===== src/rtl/regbank_pkg.sv =====
package regbank_pkg;
  // Update operation; the encoding equals the slot offset above the base word.
  typedef enum logic [1:0] {
    OP_WRITE = 2'd0,
    OP_SET   = 2'd1,
    OP_CLR   = 2'd2,
    OP_TOG   = 2'd3
  } upd_op_e;

  localparam int unsigned SLOTS_PER_GROUP = 4;
endpackage


===== src/rtl/regbank_rst_sync.sv =====
module regbank_rst_sync #(
  parameter int unsigned STAGES = 2
) (
  input  logic clk,
  input  logic rst_n,
  output logic rst_sync_n
);
  logic [STAGES-1:0] sync_q;
  logic [STAGES-1:0] sync_d;

  always_comb begin
    sync_d = {sync_q[STAGES-2:0], 1'b1};
  end

  always_ff @(posedge clk or negedge rst_n) begin
    if (!rst_n) sync_q <= '0;
    else        sync_q <= sync_d;
  end

  assign rst_sync_n = sync_q[STAGES-1];
endmodule


===== src/rtl/regbank_decode.sv =====
module regbank_decode
  import regbank_pkg::*;
#(
  parameter int unsigned AW             = 13,
  parameter int unsigned N_PLAIN        = 4,
  parameter int unsigned N_ALIAS        = 10,
  parameter int unsigned ALIAS_WIN_WORD = 32'h1000,
  parameter int unsigned NUM_BASES      = 2,
  parameter int unsigned ALIAS_BASES [NUM_BASES] = '{0, 4}
) (
  input  logic [AW-1:0] addr_i,
  output logic          hit_o,
  output logic          alias_o,
  output logic [AW-1:0] tgt_o,
  output upd_op_e       op_o
);
  localparam logic [AW-1:0] PLAIN_END = AW'(N_PLAIN);
  localparam logic [AW-1:0] ALIAS_LO  = AW'(ALIAS_WIN_WORD);
  localparam logic [AW-1:0] ALIAS_HI  = AW'(ALIAS_WIN_WORD + N_ALIAS);

  logic          in_plain;
  logic          in_alias;
  logic [AW-1:0] off;
  logic [AW-1:0] diff;

  always_comb begin
    in_plain = (addr_i < PLAIN_END);
    in_alias = (addr_i >= ALIAS_LO) && (addr_i < ALIAS_HI);
    off      = addr_i - ALIAS_LO;
    diff     = '0;
    op_o     = OP_WRITE;
    tgt_o    = in_alias ? off : addr_i;
    if (in_alias) begin
      for (int j = 0; j < NUM_BASES; j++) begin
        if ((off > AW'(ALIAS_BASES[j])) &&
            (off < AW'(ALIAS_BASES[j] + SLOTS_PER_GROUP))) begin
          diff  = off - AW'(ALIAS_BASES[j]);
          tgt_o = AW'(ALIAS_BASES[j]);
          op_o  = upd_op_e'(diff[1:0]);
        end
      end
    end
    hit_o   = in_plain || in_alias;
    alias_o = in_alias;
  end
endmodule


===== src/rtl/regbank_cell.sv =====
module regbank_cell
  import regbank_pkg::*;
#(
  parameter int unsigned   DW      = 32,
  parameter logic [DW-1:0] RST_VAL = '0
) (
  input  logic          clk,
  input  logic          rst_n,
  input  logic          wr_en,
  input  upd_op_e       op,
  input  logic [DW-1:0] wdata,
  output logic [DW-1:0] q
);
  logic [DW-1:0] d_nxt;

  always_comb begin
    unique case (op)
      OP_SET:  d_nxt = q | wdata;
      OP_CLR:  d_nxt = q & ~wdata;
      OP_TOG:  d_nxt = q ^ wdata;
      default: d_nxt = wdata;
    endcase
  end

  always_ff @(posedge clk or negedge rst_n) begin
    if (!rst_n)     q <= RST_VAL;
    else if (wr_en) q <= d_nxt;
  end


  plain_store_chk: assert property (@(posedge clk) disable iff (!rst_n)
    (wr_en && op == OP_WRITE) |=> (q == $past(wdata)));

  set_bits_chk: assert property (@(posedge clk) disable iff (!rst_n)
    (wr_en && op == OP_SET) |=> ((q & $past(wdata)) == $past(wdata)));

  clr_bits_chk: assert property (@(posedge clk) disable iff (!rst_n)
    (wr_en && op == OP_CLR) |=> ((q & $past(wdata)) == '0));

  tog_bits_chk: assert property (@(posedge clk) disable iff (!rst_n)
    (wr_en && op == OP_TOG) |=> (q == ($past(q) ^ $past(wdata))));

  hold_chk: assert property (@(posedge clk) disable iff (!rst_n)
    !wr_en |=> $stable(q));
endmodule


===== src/rtl/ctl_alias_regbank.sv =====
module ctl_alias_regbank
  import regbank_pkg::*;
#(
  parameter int unsigned DW             = 32,
  parameter int unsigned AW             = 13,
  parameter int unsigned N_PLAIN        = 4,
  parameter int unsigned N_ALIAS        = 10,
  parameter int unsigned ALIAS_WIN_BYTE = 32'h4000,
  parameter int unsigned NUM_BASES      = 2,
  parameter int unsigned ALIAS_BASES [NUM_BASES] = '{0, 4},
  parameter int unsigned LOCK_BIT       = 31,
  parameter logic [N_ALIAS-1:0] LOCK_MASK = 10'b00_0001_0001,
  parameter logic [31:0] PLAIN_RST [N_PLAIN] =
    '{32'h1111_0001, 32'h0000_0000, 32'hA5A5_0000, 32'h0000_00FF},
  parameter logic [31:0] ALIAS_RST [N_ALIAS] =
    '{32'h0001_3001, 32'h0, 32'h0, 32'h0, 32'h1018_101B,
      32'h0, 32'h0, 32'h0, 32'h0000_0012, 32'hFFFF_0000}
) (
  input  logic                  clk,
  input  logic                  rst_n,
  input  logic [AW-1:0]         addr_i,
  input  logic                  we_i,
  input  logic                  re_i,
  input  logic [DW-1:0]         wdata_i,
  output logic [DW-1:0]         rdata_o,
  output logic                  err_o,
  output logic [N_PLAIN*DW-1:0] plain_regs_o,
  output logic [N_ALIAS*DW-1:0] alias_regs_o
);
  localparam int unsigned ALIAS_WIN_WORD = ALIAS_WIN_BYTE >> 2;
  localparam logic [DW-1:0] LOCK_ONE = DW'(1) << LOCK_BIT;

  function automatic bit is_slot(int k);
    for (int j = 0; j < NUM_BASES; j++) begin
      if ((k > int'(ALIAS_BASES[j])) &&
          (k < int'(ALIAS_BASES[j] + SLOTS_PER_GROUP))) return 1'b1;
    end
    return 1'b0;
  endfunction

  logic          rst_sync_n;
  logic          hit;
  logic          in_alias;
  logic [AW-1:0] tgt;
  upd_op_e       op;
  logic          err_d;
  logic [DW-1:0] plain_q [N_PLAIN];
  logic [DW-1:0] alias_q [N_ALIAS];

  regbank_rst_sync #(.STAGES(2)) u_rst_sync (
    .clk        (clk),
    .rst_n      (rst_n),
    .rst_sync_n (rst_sync_n)
  );

  regbank_decode #(
    .AW             (AW),
    .N_PLAIN        (N_PLAIN),
    .N_ALIAS        (N_ALIAS),
    .ALIAS_WIN_WORD (ALIAS_WIN_WORD),
    .NUM_BASES      (NUM_BASES),
    .ALIAS_BASES    (ALIAS_BASES)
  ) u_decode (
    .addr_i  (addr_i),
    .hit_o   (hit),
    .alias_o (in_alias),
    .tgt_o   (tgt),
    .op_o    (op)
  );

  for (genvar k = 0; k < N_PLAIN; k++) begin : g_plain
    logic wr_en;
    assign wr_en = we_i && hit && !in_alias && (tgt == AW'(k));
    regbank_cell #(.DW(DW), .RST_VAL(DW'(PLAIN_RST[k]))) u_cell (
      .clk   (clk),
      .rst_n (rst_sync_n),
      .wr_en (wr_en),
      .op    (OP_WRITE),
      .wdata (wdata_i),
      .q     (plain_q[k])
    );
    assign plain_regs_o[k*DW +: DW] = plain_q[k];
  end

  for (genvar k = 0; k < N_ALIAS; k++) begin : g_alias
    if (is_slot(k)) begin : g_slot
      assign alias_q[k] = '0;
    end else begin : g_store
      localparam logic [DW-1:0] RV =
        DW'(ALIAS_RST[k]) | (LOCK_MASK[k] ? LOCK_ONE : '0);
      logic wr_en;
      assign wr_en = we_i && hit && in_alias && (tgt == AW'(k));
      regbank_cell #(.DW(DW), .RST_VAL(RV)) u_cell (
        .clk   (clk),
        .rst_n (rst_sync_n),
        .wr_en (wr_en),
        .op    (op),
        .wdata (wdata_i),
        .q     (alias_q[k])
      );
    end
    assign alias_regs_o[k*DW +: DW] = alias_q[k];
  end

  always_comb begin
    rdata_o = '0;
    for (int k = 0; k < N_PLAIN; k++) begin
      if (hit && !in_alias && tgt == AW'(k)) rdata_o = plain_q[k];
    end
    for (int k = 0; k < N_ALIAS; k++) begin
      if (in_alias && tgt == AW'(k)) rdata_o = alias_q[k];
    end
    err_d = (we_i || re_i) && !hit;
  end

  always_ff @(posedge clk or negedge rst_sync_n) begin
    if (!rst_sync_n) err_o <= 1'b0;
    else             err_o <= err_d;
  end


  oor_write_quiet_chk: assert property (@(posedge clk) disable iff (!rst_sync_n)
    (we_i && !hit) |=> ($stable(plain_regs_o) && $stable(alias_regs_o)));

  slot_read_base_chk: assert property (@(posedge clk) disable iff (!rst_sync_n)
    (in_alias && op != OP_WRITE) |-> (rdata_o == alias_regs_o[tgt*DW +: DW]));
endmodule


===== config.mk =====
export PLATFORM = sky130hd
export DESIGN_NAME = ctl_alias_regbank
export DESIGN_NICKNAME = d
export VERILOG_FILES = /design/src/rtl/regbank_pkg.sv /design/src/rtl/regbank_rst_sync.sv /design/src/rtl/regbank_decode.sv /design/src/rtl/regbank_cell.sv /design/src/rtl/ctl_alias_regbank.sv
export SDC_FILE = /design/constraint.sdc
export NUM_CORES = 1
export LEC_CHECK = 0
export ABC_CLOCK_PERIOD_IN_PS = 9100
export BUFFER_PORTS_ARGS = -buffer_cell sky130_fd_sc_hd__buf_2
export CAP_MARGIN = 30
export CORE_AREA = 2 2 206 208
export DETAILED_ROUTE_END_ITERATION = 7
export DIE_AREA = 0 0 208 210
export GPL_TIMING_DRIVEN = 0
export MAX_ROUTING_LAYER = met4
export PLACE_DENSITY = 0.67
export SETUP_SLACK_MARGIN = 0.3
export SYNTH_ARGS = -nofsm -noshare
export SYNTH_HDL_FRONTEND = slang
export SYNTH_SLANG_ARGS = --single-unit
export TNS_END_PERCENT = 30

===== constraint.sdc =====
create_clock -name clk -period 9.1 [get_ports clk]
set_clock_uncertainty 0.15 [all_clocks]
set_input_delay 2.275 -clock clk [delete_from_list [all_inputs] [get_ports clk]]
set_output_delay 2.275 -clock clk [all_outputs]
set_load 0.01 [all_outputs]

# Word level (Yosys, flattened, before mapping)
# Cells that the tools add are included.
[word_totals]
in_bits = 49
out_inout_bits = 481
reg_bits = 259
elab_cells = 104
[classes]
eq_ne = 12
order_cmp = 7
addsub = 2
bitwise_logic = 13
n_reduce_logical = 35
mux = 25
[ops]
columns = ["operator", "count"]
rows = [
  ["$mux W32", 14],
  ["$pmux W32 S3", 4],
  ["$and A32 B32 Y32", 4],
  ["$or A32 B32 Y32", 4],
  ["$xor A32 B32 Y32", 4],
  ["$eq A13 B3 Y1 const B", 4],
  ["$mux W13", 4],
  ["$not A32 Y32", 1],
  ["$logic_and A1 B1 Y1", 30],
  ["$eq A13 B2 Y1 const B", 2],
  ["$eq A13 B4 Y1 const B", 2],
  ["$lt A13 B3 Y1 const B", 2],
  ["$eq A13 B1 Y1 const B", 1],
  ["$ge A13 B13 Y1 const B", 1],
  ["$gt A13 B1 Y1 const B", 1],
  ["$gt A13 B3 Y1 const B", 1],
  ["$logic_not A13 Y1", 1],
  ["$lt A13 B13 Y1 const B", 1],
  ["$lt A13 B4 Y1 const B", 1],
  ["$sub A13 B13 Y13 const B", 1],
  ["$mux W2", 3],
  ["$eq A2 B2 Y1 const B", 2],
  ["$eq A2 B1 Y1 const B", 1],
  ["$logic_not A1 Y1", 2],
  ["other kinds (2)", 3],
]

# Longest topological paths before layout
# Gate-level depths: netlist (run 1).
[logic_depth]
ltp_word = 22
ltp_mapped = 8
mapped_depth_nobuf = 6

# Modules after synthesis
# From an unflattened synthesis (run 1), not the netlist that was laid out.
[unflattened]
hier_cells = 3011
hier_area_um2 = 30585.6
[modules_own_cells]
columns = ["mod", "seq_area_each_um2", "cells_per_inst", "area_each_um2", "n_inst"]
rows = [
  ["regbank_cell at g_plain[2].u_cell ...", 810.8, 311, 3340.7, 2],
  ["regbank_cell at g_alias[0].g_store.u_cell ...", 807.0, 311, 3337.0, 2],
  ["ctl_alias_regbank", 25.0, 493, 3676.0, 1],
  ["regbank_cell at g_alias[9].g_store.u_cell", 820.8, 311, 3350.7, 1],
  ["regbank_cell at g_alias[4].g_store.u_cell", 812.0, 311, 3342.0, 1],
  ["regbank_cell at g_alias[8].g_store.u_cell", 803.3, 311, 3333.2, 1],
  ["regbank_cell at g_plain[1].u_cell", 800.8, 311, 3330.7, 1],
  ["regbank_decode", 0.0, 27, 143.9, 1],
  ["regbank_rst_sync", 50.0, 3, 53.8, 1],
]

# Worst setup path after synthesis (run 1)
# OpenSTA, ideal clock, no wires.
[synth_timing]
path_type = "input to output"
start = "input addr_i[7]"
end = "output rdata_o[10]"
arrival_time_ns = 4.179
required_ns = 6.675
cell_stages = 7
n_path_buf = 4
path_slack_ns = 2.496
cell_sequence = "or4_1 > buf_2 > or4_1 > clkbuf_1 > buf_2 > clkbuf_1 > a31oi_1"
[synth_between]
elab_chain_cells = 22
word_cells_on_any_way = 56
classes_between = "add/sub: 1; order compare: 7; eq/ne: 9; mux: 18; reduce/logical: 21"
[synth_lines]
columns = ["element", "line_no", "rtl"]
rows = [
  ["start: declaration", "ctl_alias_regbank.sv:21", "input logic [AW-1:0] addr_i,"],
  ["$sub A13 B13 Y13, or another cell as far along", "regbank_decode.sv:29", "off = addr_i - ALIAS_LO;"],
  ["$gt A13 B1 Y1, or another cell as far along", "regbank_decode.sv:35", "if ((off > AW'(ALIAS_BASES[j])) &&"],
  ["$logic_and A1 B1 Y1 or $mux W13 (tied branches)", "regbank_decode.sv:35, regbank_decode.sv:32", ""],
  ["$mux W13 (2 in a row)", "regbank_decode.sv:35", ""],
  ["$mux W13", "regbank_decode.sv:33", "if (in_alias) begin"],
  ["$logic_not A13 Y1", "ctl_alias_regbank.sv:108, ctl_alias_regbank.sv:111", ""],
  ["$logic_and A1 B1 Y1", "ctl_alias_regbank.sv:108", "if (hit && !in_alias && tgt == AW'(k)) rdata_o = plain_q[k];"],
  ["$mux W32 (4 in a row)", "ctl_alias_regbank.sv:108", ""],
  ["$mux W32 (9 in a row)", "ctl_alias_regbank.sv:111", "if (in_alias && tgt == AW'(k)) rdata_o = alias_q[k];"],
  ["$mux W32 *", "ctl_alias_regbank.sv:111", ""],
  ["end: declaration", "ctl_alias_regbank.sv:25", "output logic [DW-1:0] rdata_o,"],
]
# Every way passes the cells marked *; elsewhere a longest branch is shown, timed or not.

# Worst setup path after layout (run 1)
[layout_timing]
start = "input addr_i[1]"
end = "output rdata_o[0]"
# Same word-level chain as after synthesis.

==> results by group, run 1 <==
Outcome
  – Status: completed

Detailed routing
  – Vias: 15.6k
  – DR DRC count: 0
  – Vias per cell: 5.39
  – DR pass1 iterations: 7
  – Average wire per standard cell: 22.6 um
  – Wirelength, routed: roughly 65 mm
  – Post-route ant nets: 0
  – DR iter-0 viols: between 1k and 1.5k

Clock network
  – CTS tree: yes
  – Hold Buf Count CTS: 0
  – H-tree levels: 1
  – Post-CTS Setup Inserts: 0
  – Reg clk slew, reported paths: ~0.060 ns
  – CTS buffer count: 30
  – Later-pin clock latency in the skew report: 0.57 ns
  – Clk sink count: 259
  – Clock root buffer: clkbuf_16
  – Post_cts resized: 0
  – CTS Buffer Depth: 3

STA
  – Setup Viol. Count Final: 0
  – Slew Limit Fails: 0
  – Fin crit period: around 7.7 ns
  – Worst hold slack: 0.148 ns
  – Fin crit share: a little over four fifths
  – Slew headroom: about a fifth
  – Final hold vios: 0
  – Worst-Margin Slew: between 1 and 1.5 ns
  – RSZ-0062 raised after global routing: no
  – Worst Slack Setup Final: between 1 and 1.5 ns
  – Max Freq: 129 MHz

Layout
  – Fraction of layout cells with a size suffix above 1: a little over a third
  – Post-layout util: 51.8%
  – Area Overhead vs Synth: 25.2%
  – Fillers: 3847
  – Fin nets: 2495

Min path
  – Type of the tightest min-delay check: reg -> async

Synth
  – Synth Warn #: 0
  – Synth area leader: dfrtp_1
  – Number of enable flip-flop cells after synthesis: 0
  – Post-Syn Instances: 1754
  – Synth Register Bits: between 200 and 300
  – Yosys cell types: 42
  – Avg Inst Size Synth: 9.77 um2
  – Mapped cell area: 17100 um2
  – Area share of the largest cell type after synthesis: a little under a third
  – Sequential share of the synthesized area: 38.2%
  – Post-synth top flop: dfrtp_1
  – Top post-synthesis cells by area: dfrtp_1 30%, ha_1 9.3%, buf_4 8.5%
  – Commonest cells post-synth: 206 x dfrtp_1, 195 x buf_4, 140 x inv_1
  – Top-count cell post-synth: dfrtp_1
  – Post-synth ARST share: 100%

Die
  – Die width: 208 um
  – Core area: 41500 um2
  – Die height: 210 um
  – Rows: 75
  – Die ar.: 43700 um2
  – Initial Utilization: 41.3%
  – I/O pins: 530

Worst setup path
  – Reg2Reg Depth: 3
  – Crit path launch type: input port
  – CP Class: in -> out
  – Endpoint type of the worst setup path: output port
  – CP Max Fanout: 10
  – CP Data Arrival Time: 5.31 ns
  – RR Startpoint: u_rst_sync.sync_q[1]
  – Crit Reg-Reg Endpoint: g_alias[9].g_store.u_cell.q[24]
  – Slack of the worst reg-to-reg path: 7.24 ns
  – Worst endpoint required time: 6.68 ns

Pwr
  – Peak supply drop: ~0.14 mV
  – Leak Pwr: 11.3 nW
  – PwrDens: 133 nW/um2

Global routing
  – Pin count of the biggest net entering global routing: 68
  – Met3 Resource Use GR: 6.14%
  – Met2 global-route usage: 46.9%
  – GRT overflow: 0
  – Met1 usage: 35.7%
  – Gr busiest metal: met2
  – GRT Util Overall: 29.6%
  – Vias in the first global route: approximately 15k
  – Initial antenna violation count: 9
  – First-pass GRT wire length: about 96 mm

Placement
  – Placement Setup Slack: 1.46 ns
  – HPWL after detailed placement: 48.9 mm
  – I/O Buffers: 334
  – Final Wtd Congestion: 0.985

Job
  – Max-cap violations: 0
worst max-delay path, cell delays in order:
cell and delay, ns:
buf_2 0.18, clkbuf_1 0.41, clkbuf_1 0.56, buf_1 0.79, mux2i_1 0.23, a22oi_1 0.19, nand4_1 0.18, a31oi_1 0.30
buf_2 0.18
cells in the final DEF (no fill, tap or decap), types with 16 or more instances in the layout:
cell and count:
clkbuf_1 85, a31oi_1 96, o21ai_1 38, and2_1 18, mux2_2 128, dfstp_2 53
clkbuf_16 31, nand2_1 53, o21ai_2 16, nand2b_1 31, nor2_1 56, o21ai_0 80
a22oi_1 95, nand4_1 33, a21oi_1 97, mux2i_1 108, dfrtp_1 205, a21o_1 17
buf_4 195, buf_2 358, inv_1 140, conb_1 193, ha_1 128
registers in the layout (all words and copies together) (netlist names):
register                  cells
g_plain.u_cell.q            128
err_o                         1
u_rst_sync.sync_q             2
g_alias.g_store.u_cell.q    128
stage by stage:
stage / cell area (um2) / power (mW) / cells / setup TNS (ns)
2_1_floorplan: 17900 / 1.43 / 1945 / 0
3_3_place_gp: 20200 / 1.52 / 2818 / -415.22
3_5_place_dp: 20300 / 1.54 / 2824 / 0
4_1_cts: 21400 / 2.86 / 2880 / 0
5_1_grt: 21500 / 2.94 / 2890 / 0
6_report: 21500 / 2.86 / 2890 / 0
final cells by class:
cell class / count / area, um2 / area share (%)
Tap cell: 539 / 674 / 3.14
Buffer: 320 / 2010 / 9.35
Inverter: 141 / 529 / 2.47
Sequential cell: 259 / 6550 / 30.5
Clock inverter: 12 / 153 / 0.711
Antenna cell: 9 / 22.5 / 0.105
Clock buffer: 44 / 935 / 4.35
Timing Repair Buffer: 341 / 1820 / 8.49
Multi-Input combinational cell: 1225 / 8770 / 40.9
power breakdown:
part	switching [mW]	internal (mW)
clock network	0.531	0.795
registers	0.0118	1.16
logic	0.229	0.129
total	0.772	2.08
routing by layer:
layer / up-vias / share of wire, %
met5: - / 0
met4: 0 / 5.4
met3: 181 / 9.0
met2: 894 / 47
met1: 7576 / 39
li1: 6920 / -
worst max path at each step:
stage	slack (ns)	depth (start not counted)	end	from
after floorplan	1.29	0	err_o	u_rst_sync.sync_q[1]
after global placement	-2.07	0	g_plain[3].u_cell.q[25]	u_rst_sync.sync_q[1]
after detailed placement	1.46	9	rdata_o[1]	addr_i[1]
after CTS	1.45	9	rdata_o[1]	addr_i[1]
after global routing	1.26	9	rdata_o[0]	addr_i[1]
final	1.37	9	rdata_o[0]	addr_i[1]
logic make-up after synthesis:
| family | share of synthesized area [%] |
|---|---|
| buffers and inverters | 14.8 |
| AO/OA/AOI/OAI | 16.5 |
| flip-flops | 38.2 |
| multiplexers | 14.7 |
| AND/OR/NAND/NOR | 6.41 |
| adder cells (fa/ha/maj) | 9.34 |
| other | 0.0438 |
Note: power is estimated with default switching activity, not from simulation.
==> inputs of run 2 (changes only) <==
--- a/config.mk
+++ b/config.mk
@@ -5,7 +5,7 @@
 export SDC_FILE = /design/constraint.sdc
 export NUM_CORES = 1
 export LEC_CHECK = 0
-export ABC_CLOCK_PERIOD_IN_PS = 9100
+export ABC_CLOCK_PERIOD_IN_PS = 8100
 export BUFFER_PORTS_ARGS = -buffer_cell sky130_fd_sc_hd__buf_2
 export CAP_MARGIN = 30
 export CORE_AREA = 2 2 206 208
==> constraint.sdc (replaced) <==
create_clock -name clk -period 8.1 [get_ports clk]
set_clock_uncertainty 0.15 [all_clocks]
set_input_delay 2.025 -clock clk [delete_from_list [all_inputs] [get_ports clk]]
set_output_delay 2.025 -clock clk [all_outputs]
set_load 0.01 [all_outputs]
==> run 2 against run 1 <==
Effect of this change:
- worst setup slack got worse by 0.68 ns
- combinational power rose by 12%
- sequential share of layout area rose by 0.16 points
- non-clock buffer count fell by 1
- sequential power rose by 13%
- critical path depth fell by 1
- largest cell class unchanged
==> results by group, run 2 (same netlist as run 1, synthesis figures left out) <==
Worst setup path
  – Slack of the worst reg-to-reg path: 6.29 ns
  – Endpoint type of the worst setup path: output port
  – CP Data Arrival Time: 5.24 ns
  – CP Max Fanout: 10
  – Crit path launch type: input port
  – Worst endpoint required time: just under 6 ns
  – CP Class: in -> out

Clock network
  – CTS tree: yes
  – H-tree levels: 1
  – CTS buffer count: 29
  – Reg clk slew, reported paths: 0.06 ns
  – Post_cts resized: 0
  – Clk sink count: 259
  – CTS Buffer Depth: 3
  – Post-CTS Setup Inserts: 0
  – Later-pin clock latency in the skew report: 0.57 ns
  – Hold Buf Count CTS: 0
  – Clock root buffer: clkbuf_16

Pwr
  – Leak Pwr: 11.3 nW
  – Peak supply drop: 0.162 mV
  – PwrDens: around 150 nW/um2

Job
  – Max-cap violations: 0

Die
  – Initial Utilization: about 41%
  – Rows: 75
  – Die ar.: 43700 um2
  – I/O pins: 530
  – Die height: 210 um
  – Die width: 208 um
  – Core area: 41500 um2

STA
  – Max Freq: 135 MHz
  – Worst-Margin Slew: about 1.1 ns
  – RSZ-0062 raised after global routing: no
  – Setup TNS Final: 0 ns
  – Final hold vios: 0
  – Fin crit period: 7.41 ns
  – Slew headroom: 23.8%
  – Setup Viol. Count Final: 0
  – Slew Limit Fails: 0
  – Fin crit share: 91.5%

Detailed routing
  – Post-route ant nets: 0
  – Average wire per standard cell: 22.4 um
  – DR pass1 iterations: 7
  – DR DRC count: 0
  – Vias: 15.5k
  – Vias per cell: 5.39
  – Wirelength, routed: 64.6 mm
  – DR iter-0 viols: 1089

Layout
  – Commonest non-fill, non-tap cells in the layout: 358 x buf_2, 205 x dfrtp_1, 195 x buf_4
  – Fin nets: roughly 2.5k
  – Fraction of layout cells with a size suffix above 1: around a third
  – Post-layout util: 51.5%
  – Biggest regs: g_alias.g_store.u_cell.q x128, g_plain.u_cell.q x128, u_rst_sync.sync_q x2
  – Commonest non-fill, non-tap cell in the layout: buf_2
  – Area Overhead vs Synth: 24.6%

Placement
  – HPWL after detailed placement: 48.9 mm
  – Final Wtd Congestion: 0.981
  – I/O Buffers: ~330

Outcome
  – Status: completed

Global routing
  – GRT overflow: 0
  – Pin count of the biggest net entering global routing: 67
  – First-pass GRT wire length: 95.7 mm
  – GRT Util Overall: between 20 and 30%
  – Initial antenna violation count: 5
  – Vias in the first global route: 15.4k

Min path
  – Type of the tightest min-delay check: reg -> async
==> run 2: final cells by class <==
type | count | area [um2]
clock inverter | 18 | 196
inverter | 141 | 529
buffer | 320 | 2010
timing repair buffer | 340 | 1810
multi-input combinational | 1225 | 8770
fill | 3920 | 20100
sequential | 259 | 6550
clock buffer | 36 | 802
antenna | 5 | 12.5
tap | 539 | 674
==> run 2: report_power, final <==
part	total [mW]	internal [mW]	leakage, nW	switching, mW
Combinational	0.400	0.144	7.56	0.256
Clock	1.41	0.827	0.504	0.580
Sequential	1.32	1.30	3.26	0.0126
Total	3.12	2.28	11.3	0.848
==> run 2: per-stage QoR <==
| step | hold WS [ns] | area, um2 | worst slack [ns] | total power, mW | std cells |
|---|---|---|---|---|---|
| floorplan | 0.181 | 17900 | 2.00 | 1.60 | 1945 |
| global placement | 0.189 | 20200 | 0.852 | 1.71 | 2818 |
| detailed placement | 0.125 | 20300 | 0.793 | 1.73 | 2824 |
| CTS | 0.132 | 21300 | 0.778 | 3.13 | 2878 |
| global route | 0.153 | 21400 | 0.641 | 3.22 | 2883 |
| finish | 0.118 | 21400 | 0.688 | 3.12 | 2883 |
==> run 2: metal layers <==
layer	part of all wire (%)	track usage, %
met1	39	35.5
met2	47	46.2
met3	8.3	6.06
met4	5.8	16.0
met5	0	-
==> run 2: path summary, 6_finish.rpt <==
check / to / from / depth (start not counted)
worst max-delay path: rdata_o[27] / addr_i[7] / 8
worst min-delay path: g_plain[2].u_cell.q[7] / u_rst_sync.sync_q[1] / 0
worst max register to register: g_plain[0].u_cell.q[28] / u_rst_sync.sync_q[1] / 3
worst min register to register: g_plain[2].u_cell.q[7] / u_rst_sync.sync_q[1] / 0
max in group asynchronous: g_plain[0].u_cell.q[28] / u_rst_sync.sync_q[1] / 3
min in group clk: u_rst_sync.sync_q[1] / u_rst_sync.sync_q[0] / 0
==> run 2: worst max-delay path, stage by stage <==
cell      delay (ns)
buf_2           0.09
or4_1           0.61
buf_2           0.24
nor4_1          0.97
clkbuf_1        0.66
a22oi_1         0.20
a31oi_1         0.23
buf_2           0.20
